## config.mk

```make
export PLATFORM = sky130hd
export DESIGN_NAME = bitplane_quantizer
export DESIGN_NICKNAME = d
export VERILOG_FILES = /design/src/rtl/bq_pkg.sv /design/src/rtl/bq_sequencer.sv /design/src/rtl/bq_channel.sv /design/src/rtl/bitplane_quantizer.sv
export SDC_FILE = /design/constraint.sdc
export NUM_CORES = 1
export LEC_CHECK = 0
export ABC_AREA = 1
export BUFFER_PORTS_ARGS = -buffer_cell sky130_fd_sc_hd__buf_2
export CAP_MARGIN = 20
export CELL_PAD_IN_SITES_DETAIL_PLACEMENT = 2
export CELL_PAD_IN_SITES_GLOBAL_PLACEMENT = 2
export CORE_MARGIN = 2
export CORE_UTILIZATION = 37
export DETAILED_ROUTE_END_ITERATION = 6
export PLACE_DENSITY = 0.91
export SLEW_MARGIN = 25
export SYNTH_ARGS = -nofsm -noshare
export SYNTH_HDL_FRONTEND = slang
export SYNTH_SLANG_ARGS = --single-unit
export TNS_END_PERCENT = 20
```

## constraint.sdc

```tcl
create_clock -name clk -period 9.16 [get_ports clk]
set_input_delay 1.374 -clock clk [delete_from_list [all_inputs] [get_ports clk]]
set_output_delay 1.374 -clock clk [all_outputs]
set_load 0.05 [all_outputs]
```

## src/rtl/bq_pkg.sv

```systemverilog
package bq_pkg;
    typedef enum logic [2:0] {
        ST_IDLE,
        ST_SETUP,
        ST_STEP,
        ST_FINAL,
        ST_EMIT
    } bq_state_e;
endpackage

```

## src/rtl/bq_sequencer.sv

```systemverilog
module bq_sequencer #(
    parameter int P     = 6,
    parameter int M_MAX = 4,
    parameter int MW    = $clog2(M_MAX + 1),
    parameter int KW    = $clog2(M_MAX)
) (
    input  logic          clk,
    input  logic          rst_n,
    input  logic          start,
    input  logic [MW-1:0] m_sel,
    input  logic          lsb_first,
    output logic [P:0]    ramp,
    output logic          bitx,
    output logic          clr,
    output logic          en,
    output logic          load,
    output logic          plane_valid,
    output logic [KW-1:0] plane_index,
    output logic          busy
);
    import bq_pkg::*;

    localparam int TW = M_MAX - 1;   // step counter width
    localparam int RW = P + 1;       // ramp width, holds full scale
    localparam int SW = $clog2(P + 1) + 1;

    bq_state_e      state, nxt;
    logic [MW-1:0]  m_q, m_eff, top_sh;
    logic           lsb_q;
    logic [KW-1:0]  pass_c, k_cur;
    logic [TW-1:0]  t_q;
    logic [TW:0]    steps;
    logic           last_step, last_pass;
    logic [SW-1:0]  shamt;
    logic [RW-1:0]  odd_pt;

    // resolution clamp: zero or oversize selects the widest setting
    assign m_eff = (m_sel == '0 || m_sel > MW'(M_MAX)) ? MW'(M_MAX) : m_sel;

    // bit handled by the current pass
    assign k_cur  = lsb_q ? pass_c : KW'(m_q - MW'(1) - MW'(pass_c));
    // bit k has 2^(m-1-k) boundary points
    assign top_sh = m_q - MW'(1) - MW'(k_cur);
    assign steps  = (TW+1)'(1) << top_sh;
    assign last_step = ({1'b0, t_q} == (steps - (TW+1)'(1)));
    assign last_pass = (pass_c == KW'(m_q - MW'(1)));
    // boundary (2t+1)*2^k on the m-bit grid, scaled to P bits
    assign shamt  = SW'(k_cur) + SW'(P) - SW'(m_q);
    assign odd_pt = RW'({t_q, 1'b1});

    // state register and pass counters
    always_ff @(posedge clk or negedge rst_n) begin
        if (!rst_n) begin
            state  <= ST_IDLE;
            m_q    <= MW'(M_MAX);
            lsb_q  <= 1'b0;
            pass_c <= '0;
            t_q    <= '0;
        end else begin
            state <= nxt;
            if (state == ST_IDLE && start) begin
                m_q    <= m_eff;
                lsb_q  <= lsb_first;
                pass_c <= '0;
            end
            if (state == ST_SETUP)
                t_q <= '0;
            if (state == ST_STEP && !last_step)
                t_q <= t_q + TW'(1);
            if (state == ST_EMIT && !last_pass)
                pass_c <= pass_c + KW'(1);
        end
    end

    // transitions
    always_comb begin
        nxt = state;
        unique case (state)
            ST_IDLE:  if (start) nxt = ST_SETUP;
            ST_SETUP: nxt = ST_STEP;
            ST_STEP:  if (last_step) nxt = ST_FINAL;
            ST_FINAL: nxt = ST_EMIT;
            ST_EMIT:  nxt = last_pass ? ST_IDLE : ST_SETUP;
            default:  nxt = ST_IDLE;
        endcase
    end

    // outputs
    always_comb begin
        ramp        = '0;
        bitx        = 1'b0;
        clr         = 1'b0;
        en          = 1'b0;
        load        = 1'b0;
        plane_valid = 1'b0;
        unique case (state)
            ST_IDLE:  load = start;
            ST_SETUP: clr = 1'b1;
            ST_STEP: begin
                en   = 1'b1;
                ramp = odd_pt << shamt;
                bitx = t_q[0];
            end
            ST_FINAL: begin
                en   = 1'b1;
                ramp = RW'(1) << P;
                bitx = steps[0];
            end
            ST_EMIT:  plane_valid = 1'b1;
            default:  ;
        endcase
    end

    assign plane_index = k_cur;
    assign busy        = (state != ST_IDLE);
endmodule

```

## src/rtl/bq_channel.sv

```systemverilog
module bq_channel #(
    parameter int P = 6
) (
    input  logic         clk,
    input  logic         rst_n,
    input  logic         load,
    input  logic [P-1:0] smp_in,
    input  logic         clr,
    input  logic         en,
    input  logic [P:0]   ramp,
    input  logic         bitx,
    output logic         bit_q,
    output logic         closed_q
);
    logic [P-1:0] smp_q;
    logic         reached;

    // comparator: ramp at or above the held sample
    assign reached = ({1'b0, smp_q} <= ramp);

    always_ff @(posedge clk or negedge rst_n) begin
        if (!rst_n) begin
            smp_q    <= '0;
            bit_q    <= 1'b0;
            closed_q <= 1'b0;
        end else begin
            if (load)
                smp_q <= smp_in;
            if (clr) begin
                bit_q    <= 1'b0;
                closed_q <= 1'b0;
            end else if (en && !closed_q) begin
                bit_q <= bitx;
                if (reached)
                    closed_q <= 1'b1;
            end
        end
    end
endmodule

```

## src/rtl/bitplane_quantizer.sv

```systemverilog
module bitplane_quantizer #(
    parameter int NCH   = 4,
    parameter int P     = 6,
    parameter int M_MAX = 4,
    parameter int MW    = $clog2(M_MAX + 1),
    parameter int KW    = $clog2(M_MAX)
) (
    input  logic             clk,
    input  logic             rst_n,
    input  logic             start,
    input  logic [MW-1:0]    m_sel,
    input  logic             lsb_first,
    input  logic [NCH*P-1:0] samples,
    output logic             busy,
    output logic             plane_valid,
    output logic [KW-1:0]    plane_index,
    output logic [NCH-1:0]   plane_data
);
    logic [P:0]     ramp_w;
    logic           bitx_w, clr_w, en_w, load_w;
    logic [NCH-1:0] closed_w;

    bq_sequencer #(.P(P), .M_MAX(M_MAX), .MW(MW), .KW(KW)) u_seq (
        .clk         (clk),
        .rst_n       (rst_n),
        .start       (start),
        .m_sel       (m_sel),
        .lsb_first   (lsb_first),
        .ramp        (ramp_w),
        .bitx        (bitx_w),
        .clr         (clr_w),
        .en          (en_w),
        .load        (load_w),
        .plane_valid (plane_valid),
        .plane_index (plane_index),
        .busy        (busy)
    );

    for (genvar c = 0; c < NCH; c++) begin : g_ch
        bq_channel #(.P(P)) u_ch (
            .clk      (clk),
            .rst_n    (rst_n),
            .load     (load_w),
            .smp_in   (samples[c*P +: P]),
            .clr      (clr_w),
            .en       (en_w),
            .ramp     (ramp_w),
            .bitx     (bitx_w),
            .bit_q    (plane_data[c]),
            .closed_q (closed_w[c])
        );
    end
endmodule

```

==> metrics.md, run 1 <==
| Metric | Value |
|---|---|
| Main flop type after synthesis | `dfrtp_1` |
| Max Clock Skew | `0.0145 ns` |
| H-tree lvl count | `2` |
| Setup Viol. Count Final | `0` |
| Fin. Hold Viols | `0` |
| Rows | `32` |
| Clk_lat worst skew | `0.30 ns` |
| Number of global-route vias before repair | `2945` |
| Status | `finished, final reports clean` |
| Initial core utilization | `0.378` |
| Synthesized area | `2910 µm²` |
| Crit path max fanout | `5` |
| Port bufs | `38` |
| Least-Margin Pin Slew | `0.778 ns` |
| Synth warn | `0` |
| Final instance area | `3280 µm²` |
| Top cells by area, synth | `dfrtp_1 37%, nand2_1 14%, ha_1 14%, inv_1 4.9%, nand3_1 4.8%` |
| WL final | `8320 µm` |
| CP Class | `reg2reg` |
| RSZ-0062 raised after global routing | `false` |
| Unique masters post-synth | `35` |
| Area leader, netlist | `dfrtp_1` |
| First DRT Iteration DRCs | `59` |
| Placed Area | `3170 µm²` |
| Synth async-reset ratio | `1.00` |
| Top-area cell type share of the netlist area | `0.370` |
| RePlAce Congestion | `0.741` |
| Filler instances | `924` |
| Share of cells above drive strength 1 | `0.179` |
| Total die area | `8590 µm²` |
| Total CTS buffers | `5` |
| Synthesis-to-finish area growth | `12.8%` |
| ANT cells | `0` |
| Max-slew violations | `0` |
| Area of the core | `7690 µm²` |
| Router iterations before antenna repair | `2` |
| Post-synth EDFFs | `0` |
| Clock Sinks | `44` |
| Post-CTS Resized | `0` |
| Minimum clock period | `4.81 ns` |
| Hold WC Path Type | `reg2reg` |
| Max-cap viol count | `0` |
| TritonCTS clock tree | `done` |
| Worst Setup End Kind | `flip-flop` |
| Syn_area_per_cell | `7.97 µm²` |
| Period utilization | `0.526` |
| Post-CTS setup buffer count | `0` |
| Post-synthesis cell count | `365` |
| Vias per std cell | `5.11` |
| Post-synth net total | `430` |
| GRT Overall Usage | `0.211` |
| Worst Path Required | `9.33 ns` |
| Setup TNS | `0 ns` |
| Yosys reg bits | `44` |
| Final nets | `466` |
| Slew Limit Headroom | `0.480` |
| Sequential area share after synthesis | `0.379` |
| Die W | `92.7 µm` |
| Vias | `2576` |
| IO Pins | `39` |
| First-pass GRT wire length | `14400 µm` |
| CP startpoint kind | `flip-flop` |
| Synth top cells by count | `112 x nand2_1, 43 x dfrtp_1, 38 x inv_1, 32 x ha_1, 28 x nand3_1` |
| Peak Freq | `208 MHz` |
| Post-DP HPWL | `6510 µm` |
| Reg clk slew, reported paths | `0.09 ns` |
| Routed Antenna Nets | `0` |
| Largest net degree at the start of global routing | `45` |
| DRC viols | `0` |
| Most frequent cell after synthesis | `nand2_1` |
| Hold Buf Count CTS | `0` |
| Clock buffer depth | `2` |
| Die Y | `92.7 µm` |
| Crit path arrival time | `4.98 ns` |
| Clock root buffer | `clkbuf_8` |
| Drt wl/cell | `16.5 µm` |
| Grt total ovfl | `0` |
| Initial antenna violation count | `0` |
-- cell usage in the layout, fill, tap and decap left out, drive strengths merged, types with 2 or more instances in the layout --
cell type | synthesis | routed
xnor2 | 2 | 2
or2 | 3 | 3
nand4 | 2 | 2
fa | 2 | 2
xor2 | 4 | 4
nor3 | 3 | 3
inv | 44 | 44
nand2 | 121 | 121
nor2 | 12 | 12
buf | 9 | 38
nand3 | 30 | 30
a21oi | 20 | 20
ha | 32 | 32
a21o | 4 | 4
dfrtp | 43 | 43
o21ai | 24 | 24
nor3b | 4 | 4
clkbuf | 0 | 6
-- worst max-delay path: stages (launching register included) --
cell	delay [ns]
dfrtp_1	0.44
inv_1	0.13
ha_1	0.36
xnor2_1	0.25
xor2_1	0.16
nand2_1	0.06
nand2_1	0.13
inv_1	0.07
ha_1	0.29
inv_1	0.07
ha_1	0.15
inv_1	0.05
fa_1	0.41
inv_1	0.07
nand2_1	0.05
nand2_1	0.11
nand2_2	0.10
nor2_1	0.25
nand3_1	0.31
ha_1	0.41
nand2_1	0.07
o21ai_0	0.19
nand2_1	0.09
a21oi_1	0.18
nand3_1	0.11
nand2_1	0.10
a21oi_1	0.08
-- cell families after synthesis --
kind of cell	share of synthesized area
and+or+nand+nor	0.279
buffers and inverters	0.0757
AOI/OAI and AO/OA	0.0968
DFF	0.379
adders and majority gates	0.151
xor gates and xnor gates	0.0181
-- per-layer routing --
layer,part of all wire,vias to the layer above,track usage
met3,0.020,12,0.0260
met4,0.013,0,0.0490
met1,0.42,1277,0.249
met2,0.54,36,0.405
met5,0,-,0
li1,-,1251,-
-- metrics by stage --
stage               std cells  hold WS [ns]  setup slack [ns]   util
floorplan                 365         0.448              4.95      -
global placement          496         0.471              4.88  0.413
detailed placement        496         0.470              4.41  0.413
CTS                       504         0.492              4.29  0.427
global route              504         0.516              3.89  0.427
finish                    504         0.489              4.35  0.427
-- final cells by class --
type                       instances  area [µm²]  share of cell area
multi-input combinational        268        1590               0.483
sequential                        44        1100               0.336
timing repair buffer              38         193              0.0587
inverter                          44         165              0.0503
tap                              102         128              0.0389
clock buffer                       6        72.6              0.0221
clock inverter                     2        35.0              0.0107
-- registers in the layout, indices dropped and copies added, names as in the netlist --
name and flops:
u_seq.lsb_q 1, u_seq.pass_c 2, u_seq.t_q 3, u_seq.m_q 3
u_seq.state 3, g_ch.u_ch.smp_q 24, g_ch.u_ch.closed_q 4, g_ch.u_ch.bit_q 4
-- worst paths after layout --
check	start	endpoint	slack, ns	cells past startpoint
min	g_ch[2].u_ch.smp_q[2]$_DFFE_PN0P_	g_ch[2].u_ch.smp_q[2]$_DFFE_PN0P_	0.49	2
max reg2reg	u_seq.m_q[0]$_DFFE_PN0P_	g_ch[2].u_ch.closed_q$_DFFE_PN0P_	4.35	26
min in group asynchronous	rst_n	u_seq.lsb_q$_DFFE_PN0P_	1.07	1
max	u_seq.m_q[0]$_DFFE_PN0P_	g_ch[2].u_ch.closed_q$_DFFE_PN0P_	4.35	26
min reg2reg	g_ch[2].u_ch.smp_q[2]$_DFFE_PN0P_	g_ch[2].u_ch.smp_q[2]$_DFFE_PN0P_	0.49	2
max in group asynchronous	rst_n	g_ch[3].u_ch.closed_q$_DFFE_PN0P_	7.66	1
Power of run 1 is not shown: default switching activity piles up to over one toggle a cycle in this logic, so the estimate is an artifact.
==> inputs of run 2 (changes only) <==
--- a/config.mk
+++ b/config.mk
@@ -5,15 +5,15 @@
 export SDC_FILE = /design/constraint.sdc
 export NUM_CORES = 1
 export LEC_CHECK = 0
-export ABC_AREA = 1
+export ABC_AREA = 0
 export BUFFER_PORTS_ARGS = -buffer_cell sky130_fd_sc_hd__buf_2
 export CAP_MARGIN = 20
 export CELL_PAD_IN_SITES_DETAIL_PLACEMENT = 2
 export CELL_PAD_IN_SITES_GLOBAL_PLACEMENT = 2
 export CORE_MARGIN = 2
-export CORE_UTILIZATION = 37
+export CORE_UTILIZATION = 33
 export DETAILED_ROUTE_END_ITERATION = 6
-export PLACE_DENSITY = 0.91
+export PLACE_DENSITY = 0.81
 export SLEW_MARGIN = 25
 export SYNTH_ARGS = -nofsm -noshare
 export SYNTH_HDL_FRONTEND = slang
==> constraint.sdc (replaced) <==
create_clock -name clk -period 4 [get_ports clk]
set_input_delay 0.6 -clock clk [delete_from_list [all_inputs] [get_ports clk]]
set_output_delay 0.6 -clock clk [all_outputs]
set_load 0.05 [all_outputs]
==> run 2 against run 1 <==
  * Final cell count is 11% lower
  * Maximum frequency is 21% higher
  * Global-route usage is 3.5 points lower
  * Non-clock buffer count grew 16
  * Worst setup slack got worse by 4.3 ns
  * Critical path depth down 6
  * Die area rose by 11%
  * Design area up 6.7%
  * Count of clock-buffer cells in the layout is 1 lower
  * Sequential share of layout area fell by 2.1 points
  * Critical path type unchanged
==> metrics.md, run 2 <==
| Metric | Value |
|---|---|
| Reg with most FFs | `g_ch.u_ch.smp_q` |
| First-pass GRT wire length | `13700 µm (-4.4%)` |
| Rows | `34 (+6.3%)` |
| WL final | `8280 µm (-0.58%)` |
| Sequential area share after synthesis | `0.379 (+0.000490)` |
| Final WS setup | `0.0335 ns (-4.31 ns)` |
| Slew Limit Headroom | `0.464 (-0.0162)` |
| CP Class | `reg2reg` |
| Area of the core | `8640 µm² (+12%)` |
| Synthesis-to-finish area growth | `20.5%` |
| Clock buffer depth | `2 (unchanged)` |
| TritonCTS clock tree | `done` |
| Worst Path Required | `4.22 ns (-5.11 ns)` |
| Clk_lat worst skew | `0.30 ns (about the same)` |
| Place WS | `-0.228 ns (-4.64 ns)` |
| Crit-path max cell delay | `0.42 ns (-0.02 ns)` |
| Crit-path leading delay family | `adder cells` |
| Hold WC Path Type | `in2async` |
| Synth async-reset ratio | `1.00 (unchanged)` |
| Most frequent cell after synthesis | `dfrtp_1` |
| Number of global-route vias before repair | `2719 (-7.7%)` |
| Syn_area_per_cell | `9.72 µm² (+22%)` |
| WP buf/inv | `3 (-2)` |
| RSZ-0062 raised after global routing | `true` |
| Total CTS buffers | `5 (unchanged)` |
| Fin. Hold Viols | `0 (unchanged)` |
| H-tree lvl count | `2 (unchanged)` |
| Router iterations before antenna repair | `4 (+2)` |
| ANT cells | `0 (unchanged)` |
| Drt wl/cell | `18.4 µm (+11%)` |
| RePlAce Congestion | `0.839 (+13%)` |
| Period utilization | `0.992 (+0.466)` |
| Hold Buf Count CTS | `0 (unchanged)` |
| Max Used Layer | `met4` |
| Clock root buffer | `clkbuf_8` |
| Post-synthesis cell count | `299 (-18%)` |
| Top-area cell type share of the netlist area | `0.370 (+0.000478)` |
| Multi-input logic area | `1790 µm² (+13%)` |
| Die W | `97.8 µm (+5.6%)` |
| DRT met1 WL | `3560 µm (+1.2%)` |
| Vias | `2335 (-9.4%)` |
| Main flop type after synthesis | `dfrtp_1` |
| Least-Margin Pin Slew | `0.800 ns (+0.0222 ns)` |
| Status | `finished, final reports clean` |
| Top cells by area, synth | `dfrtp_1 37%, ha_1 14%, mux2_2 8.5%, nor2_1 4.4%, a21oi_1 3.3%` |
| Clock Sinks | `44 (unchanged)` |
| Initial core utilization | `0.336 (-0.0420)` |
| Filler instances | `965 (+4.4%)` |
| Port bufs | `38 (unchanged)` |
| Post-synth net total | `364 (-15%)` |
| Worst hold slack | `0.298 ns (-0.191 ns)` |
| Total die area | `9570 µm² (+11%)` |
| DRC viols | `0 (unchanged)` |
| Slowest stage cell on the critical path | `or3_4` |
| Crit path max fanout | `4 (-1)` |
| Regs by FF count | `g_ch.u_ch.smp_q: 24 flops, g_ch.u_ch.bit_q: 4 flops, g_ch.u_ch.closed_q: 4 flops` |
| FF/Latch Area | `1100 µm² (unchanged)` |
| Max-slew violations | `0 (unchanged)` |
| Setup Viol. Count Final | `0 (unchanged)` |
| Die Y | `97.8 µm (+5.6%)` |
| Grt total ovfl | `0 (unchanged)` |
| Final instance area | `3500 µm² (+6.7%)` |
| Share of cells above drive strength 1 | `0.341 (+0.162)` |
| CP Launch Point | `u_seq.m_q[0]$_DFFE_PN0P_` |
| GRT Overall Usage | `0.176 (-0.0347)` |
| First DRT Iteration DRCs | `105 (+78%)` |
| Reg2reg start | `u_seq.m_q[0]$_DFFE_PN0P_` |
| Synthesized area | `2910 µm² (-0.13%)` |
| Post-DP HPWL | `5840 µm (-10%)` |
| Most common cell after layout, fill and taps aside | `dfrtp_1` |
| Metal3 WL | `210 µm (+27%)` |
| CP startpoint kind | `flip-flop` |
| Minimum clock period | `3.97 ns (-0.848 ns)` |
| Largest net degree at the start of global routing | `45 (unchanged)` |
| Peak Freq | `252 MHz (+21%)` |
| Max-cap viol count | `0 (unchanged)` |
| Max reg flops | `24 (unchanged)` |
| Worst Setup End Kind | `flip-flop` |
| Placed cell count | `441 (-11%)` |
| Non-filler cells, final | `451 (-11%)` |
| Initial antenna violation count | `0 (unchanged)` |
| WL met2 | `4350 µm (-4.1%)` |
| Yosys reg bits | `44 (unchanged)` |
| Reg clk slew, reported paths | `0.09 ns (about the same)` |
| Unique masters post-synth | `45 (+29%)` |
| IO Pins | `39 (unchanged)` |
| Crit path arrival time | `4.19 ns (-0.79 ns)` |
| Critical-path cell list | `inv_2 > ha_4 > xor2_2 > nor2_2 > xnor2_2 > ha_1 > inv_2 > ha_4 > inv_2 > fa_2 > xnor2_2 > nor3_2 > nand2_2 > or3_4 > ha_4 > a21o_1 > a21oi_2 > o21ai_1 > a21o_1 > a31oi_1` |
| Area leader, netlist | `dfrtp_1` |
| Max Clock Skew | `0.00701 ns (-0.00749 ns)` |
| Synth top cells by count | `43 x dfrtp_1, 34 x nor2_1, 32 x ha_1, 22 x mux2_2, 20 x inv_1` |
| Vias per std cell | `5.18 (+1.3%)` |
| Post-synth EDFFs | `0 (unchanged)` |
| Most frequent cells in the layout | `43 x dfrtp_1, 37 x buf_2, 33 x nor2_1` |
| Final nets | `408 (-12%)` |
| Synth warn | `0 (unchanged)` |
| Routed Antenna Nets | `0 (unchanged)` |
| Placed Area | `3240 µm² (+2.2%)` |
==> run 2: area by class of cell <==
| class | count | share of cell area |
|---|---|---|
| inverters | 20 | 0.0214 |
| well taps | 108 | 0.0386 |
| repair buffers | 54 | 0.0915 |
| multi-input cells | 218 | 0.511 |
| flip-flops and latches | 44 | 0.315 |
| clock buffers | 5 | 0.0196 |
| clock inverters | 2 | 0.00357 |
==> run 2: logic make-up after synthesis <==
kind of cell	share of synthesized area
compound gates	0.126
xor+xnor	0.0357
fa+ha+maj	0.152
buf+inv	0.0551
flops	0.379
mux	0.0935
simple gates	0.159
==> run 2: through the flow <==
stage | util | TNS [ns]
floorplan | - | 0
global placement | 0.376 | 0
detailed placement | 0.376 | -0.783
CTS | 0.397 | -0.188
global route | 0.406 | -0.706
finish | 0.406 | 0
==> run 2: metal layers <==
layer	vias to the layer above	global-route usage
met5	-	0
met4	0	0.0417
met3	11	0.0215
met2	32	0.330
met1	1170	0.214
li1	1122	-
==> run 2: what timing repair did <==
action	4_1_cts	5_1_grt
buffers inserted	1	2
gates resized for setup	17	16
pin swaps	19	12
cloned	0	0
endpoints found under the setup margin	4	8
==> run 2: final timing paths <==
check,endpoint,slack (ns),cells after the start
max,g_ch[1].u_ch.closed_q$_DFFE_PN0P_,0.03,20
min,g_ch[3].u_ch.smp_q[2]$_DFFE_PN0P_,0.30,1
max reg2reg,g_ch[1].u_ch.closed_q$_DFFE_PN0P_,0.03,20
min reg2reg,g_ch[0].u_ch.smp_q[2]$_DFFE_PN0P_,0.52,1
max in group asynchronous,u_seq.pass_c[1]$_DFFE_PN0P_,3.30,1
min in group clk,g_ch[0].u_ch.smp_q[0]$_DFFE_PN0P_,0.50,3
==> run 2: worst reg2reg max path, delay by kind of cell, from the launching register on <==
| family | cells | cell delay, ns |
|---|---|---|
| flops | 1 | 0.40 |
| fa+ha+maj | 5 | 1.37 |
| compound gates | 5 | 0.72 |
| simple gates | 4 | 0.79 |
| xor+xnor | 3 | 0.43 |
| buf+inv | 3 | 0.19 |
Power of run 2 is left out for the same reason.
==> inputs of run 3 (changes only) <==
--- a/config.mk
+++ b/config.mk
@@ -14,6 +14,7 @@
 export CORE_UTILIZATION = 33
 export DETAILED_ROUTE_END_ITERATION = 6
 export PLACE_DENSITY = 0.81
+export SETUP_SLACK_MARGIN = 0.4
 export SLEW_MARGIN = 25
 export SYNTH_ARGS = -nofsm -noshare
 export SYNTH_HDL_FRONTEND = slang
==> run 3 against run 2 <==
  * First-iteration DRC count is 30% lower
  * Wire length fell by 2.6%
  * Count of clock-buffer cells in the layout unchanged
  * Via count grew 0.21%
  * Critical endpoint unchanged
  * Highest routed layer unchanged
==> metrics.md, run 3 (synthesis gave the netlist of run 2 again) <==
| Metric | Value |
|---|---|
| WL met2 | `4180 µm (-4.0%)` |
| Hold WC Path Type | `in2async` |
| WP buf/inv | `3 (unchanged)` |
| IO Pins | `39 (unchanged)` |
| Crit-path leading delay family | `adder cells` |
| Max-slew violations | `0 (unchanged)` |
| Drt wl/cell | `17.9 µm (-2.6%)` |
| DRC viols | `0 (unchanged)` |
| Filler instances | `938 (-2.8%)` |
| First-pass GRT wire length | `14100 µm (+2.9%)` |
| FF/Latch Area | `1100 µm² (unchanged)` |
| Clk_lat worst skew | `0.31 ns (about the same)` |
| Number of global-route vias before repair | `2759 (+1.5%)` |
| H-tree lvl count | `2 (unchanged)` |
| Synthesis-to-finish area growth | `20.4%` |
| Metal3 WL | `180 µm (-14%)` |
| Minimum clock period | `3.99 ns (+0.0271 ns)` |
| Hold Buf Count CTS | `0 (unchanged)` |
| Reg-to-reg slack, setup | `0.006 ns (-0.03 ns)` |
| CP Class | `reg2reg` |
| Vias | `2340 (+0.21%)` |
| Area of the core | `8640 µm² (unchanged)` |
| Post-DP HPWL | `5970 µm (+2.2%)` |
| Crit path arrival time | `4.22 ns (+0.03 ns)` |
| Fin. Hold Viols | `0 (unchanged)` |
| Worst Setup End Kind | `flip-flop` |
| Slew Limit Headroom | `0.571 (+0.107)` |
| RSZ-0062 raised after global routing | `true` |
| Routed Antenna Nets | `0 (unchanged)` |
| Die Y | `97.8 µm (unchanged)` |
| Worst hold slack | `0.289 ns (-0.00897 ns)` |
| First DRT Iteration DRCs | `73 (-30%)` |
| Slowest stage cell on the critical path | `or3_4` |
| Status | `finished, final reports clean` |
| Setup Viol. Count Final | `0 (unchanged)` |
| ANT cells | `0 (unchanged)` |
| Peak Freq | `250 MHz (-0.68%)` |
| Rows | `34 (unchanged)` |
| Max Used Layer | `met4` |
| Max reg flops | `24 (unchanged)` |
| Reg clk slew, reported paths | `0.09 ns (about the same)` |
| Die W | `97.8 µm (unchanged)` |
| Router iterations before antenna repair | `4 (unchanged)` |
| Period utilization | `0.998 (+0.00679)` |
| Most common cell after layout, fill and taps aside | `dfrtp_1` |
| Grt total ovfl | `0 (unchanged)` |
| Max Clock Skew | `0.00858 ns (+0.00157 ns)` |
| Crit-path max cell delay | `0.47 ns (+0.05 ns)` |
| Crit path max fanout | `4 (unchanged)` |
| Reg2reg start | `u_seq.m_q[0]$_DFFE_PN0P_` |
| Clock Sinks | `44 (unchanged)` |
| Initial core utilization | `0.336 (unchanged)` |
| Reg with most FFs | `g_ch.u_ch.smp_q` |
| Total die area | `9570 µm² (unchanged)` |
| Clock root buffer | `clkbuf_8` |
| Largest net degree at the start of global routing | `45 (unchanged)` |
| TritonCTS clock tree | `done` |
| Initial antenna violation count | `0 (unchanged)` |
| Max-cap viol count | `0 (unchanged)` |
| Clock buffer depth | `2 (unchanged)` |
| DRT met1 WL | `3570 µm (+0.34%)` |
| Multi-input logic area | `1790 µm² (+0.21%)` |
| R2R Path End | `g_ch[1].u_ch.closed_q$_DFFE_PN0P_` |
| Most frequent cells in the layout | `43 x dfrtp_1, 37 x buf_2, 33 x nor2_1` |
| Total CTS buffers | `5 (unchanged)` |
| Vias per std cell | `5.19 (+0.21%)` |
| CP startpoint kind | `flip-flop` |
| Worst reg2reg path depth | `20 (unchanged)` |
| Least-Margin Pin Slew | `0.642 ns (-0.158 ns)` |
| GRT Overall Usage | `0.183 (+0.00649)` |
| WL final | `8060 µm (-2.6%)` |
| Share of cells above drive strength 1 | `0.338 (-0.00292)` |
| Regs by FF count | `g_ch.u_ch.smp_q: 24 flops, g_ch.u_ch.bit_q: 4 flops, g_ch.u_ch.closed_q: 4 flops` |
| RePlAce Congestion | `0.847 (+0.91%)` |
| Final nets | `408 (unchanged)` |
| Critical-path cell list | `inv_2 > ha_4 > xor2_2 > nor2_2 > xnor2_2 > ha_1 > inv_2 > ha_4 > inv_2 > fa_2 > xnor2_2 > nor3_2 > nand2_2 > or3_4 > ha_4 > a21o_1 > a21oi_2 > o21ai_1 > a21o_1 > a31oi_1` |
| Port bufs | `38 (unchanged)` |
| Worst Path Required | `4.23 ns (about the same)` |
run 3: through the flow:
stage | util | setup slack, ns | setup TNS [ns] | std cells | instance area (µm²)
6_report | 0.405 | 0.00640 | 0 | 451 | 3500
2_1_floorplan | - | 0.118 | 0 | 299 | 2980
5_1_grt | 0.405 | -0.213 | -0.682 | 451 | 3500
3_3_place_gp | 0.380 | 0.0338 | 0 | 437 | 3280
3_5_place_dp | 0.380 | -0.0728 | -0.227 | 437 | 3280
4_1_cts | 0.398 | 0.0286 | 0 | 451 | 3430
run 3: worst max path at each step:
| stage | startpoint | endpoint | slack, ns | depth (start not counted) |
|---|---|---|---|---|
| 2_1_floorplan | u_seq.m_q[0]$_DFFE_PN0P_ | g_ch[2].u_ch.closed_q$_DFFE_PN0P_ | 0.12 | 20 |
| 3_3_place_gp | u_seq.m_q[1]$_DFFE_PN0P_ | g_ch[2].u_ch.closed_q$_DFFE_PN0P_ | 0.03 | 20 |
| 3_5_place_dp | u_seq.m_q[1]$_DFFE_PN0P_ | g_ch[0].u_ch.closed_q$_DFFE_PN0P_ | -0.07 | 20 |
| 4_1_cts | u_seq.m_q[0]$_DFFE_PN0P_ | g_ch[2].u_ch.closed_q$_DFFE_PN0P_ | 0.03 | 20 |
| 5_1_grt | u_seq.m_q[0]$_DFFE_PN0P_ | g_ch[1].u_ch.closed_q$_DFFE_PN0P_ | -0.21 | 20 |
| 6_report | u_seq.m_q[0]$_DFFE_PN0P_ | g_ch[1].u_ch.closed_q$_DFFE_PN0P_ | 0.006 | 20 |
run 3: layout make-up:
class,count,area share
clock buffer,5,0.0197
inverter,20,0.0215
timing repair buffer,54,0.0894
tap,108,0.0386
sequential,44,0.315
clock inverter,2,0.00358
multi-input combinational,218,0.512
run 3: what timing repair did:
item | in CTS | in global routing
buffers inserted | 7 | 0
cloned | 0 | 0
gates resized for setup | 8 | 14
setup endpoints to repair | 8 | 8
endpoints found under the hold margin | 0 | 0
pin swaps | 16 | 5
run 3: layer usage:
metal / track usage / up-vias
met3: 0.0236 / 9
met1: 0.228 / 1174
li1: - / 1125
met5: 0 / -
met2: 0.327 / 32
met4: 0.0577 / 0
Power of run 3 is left out for the same reason.
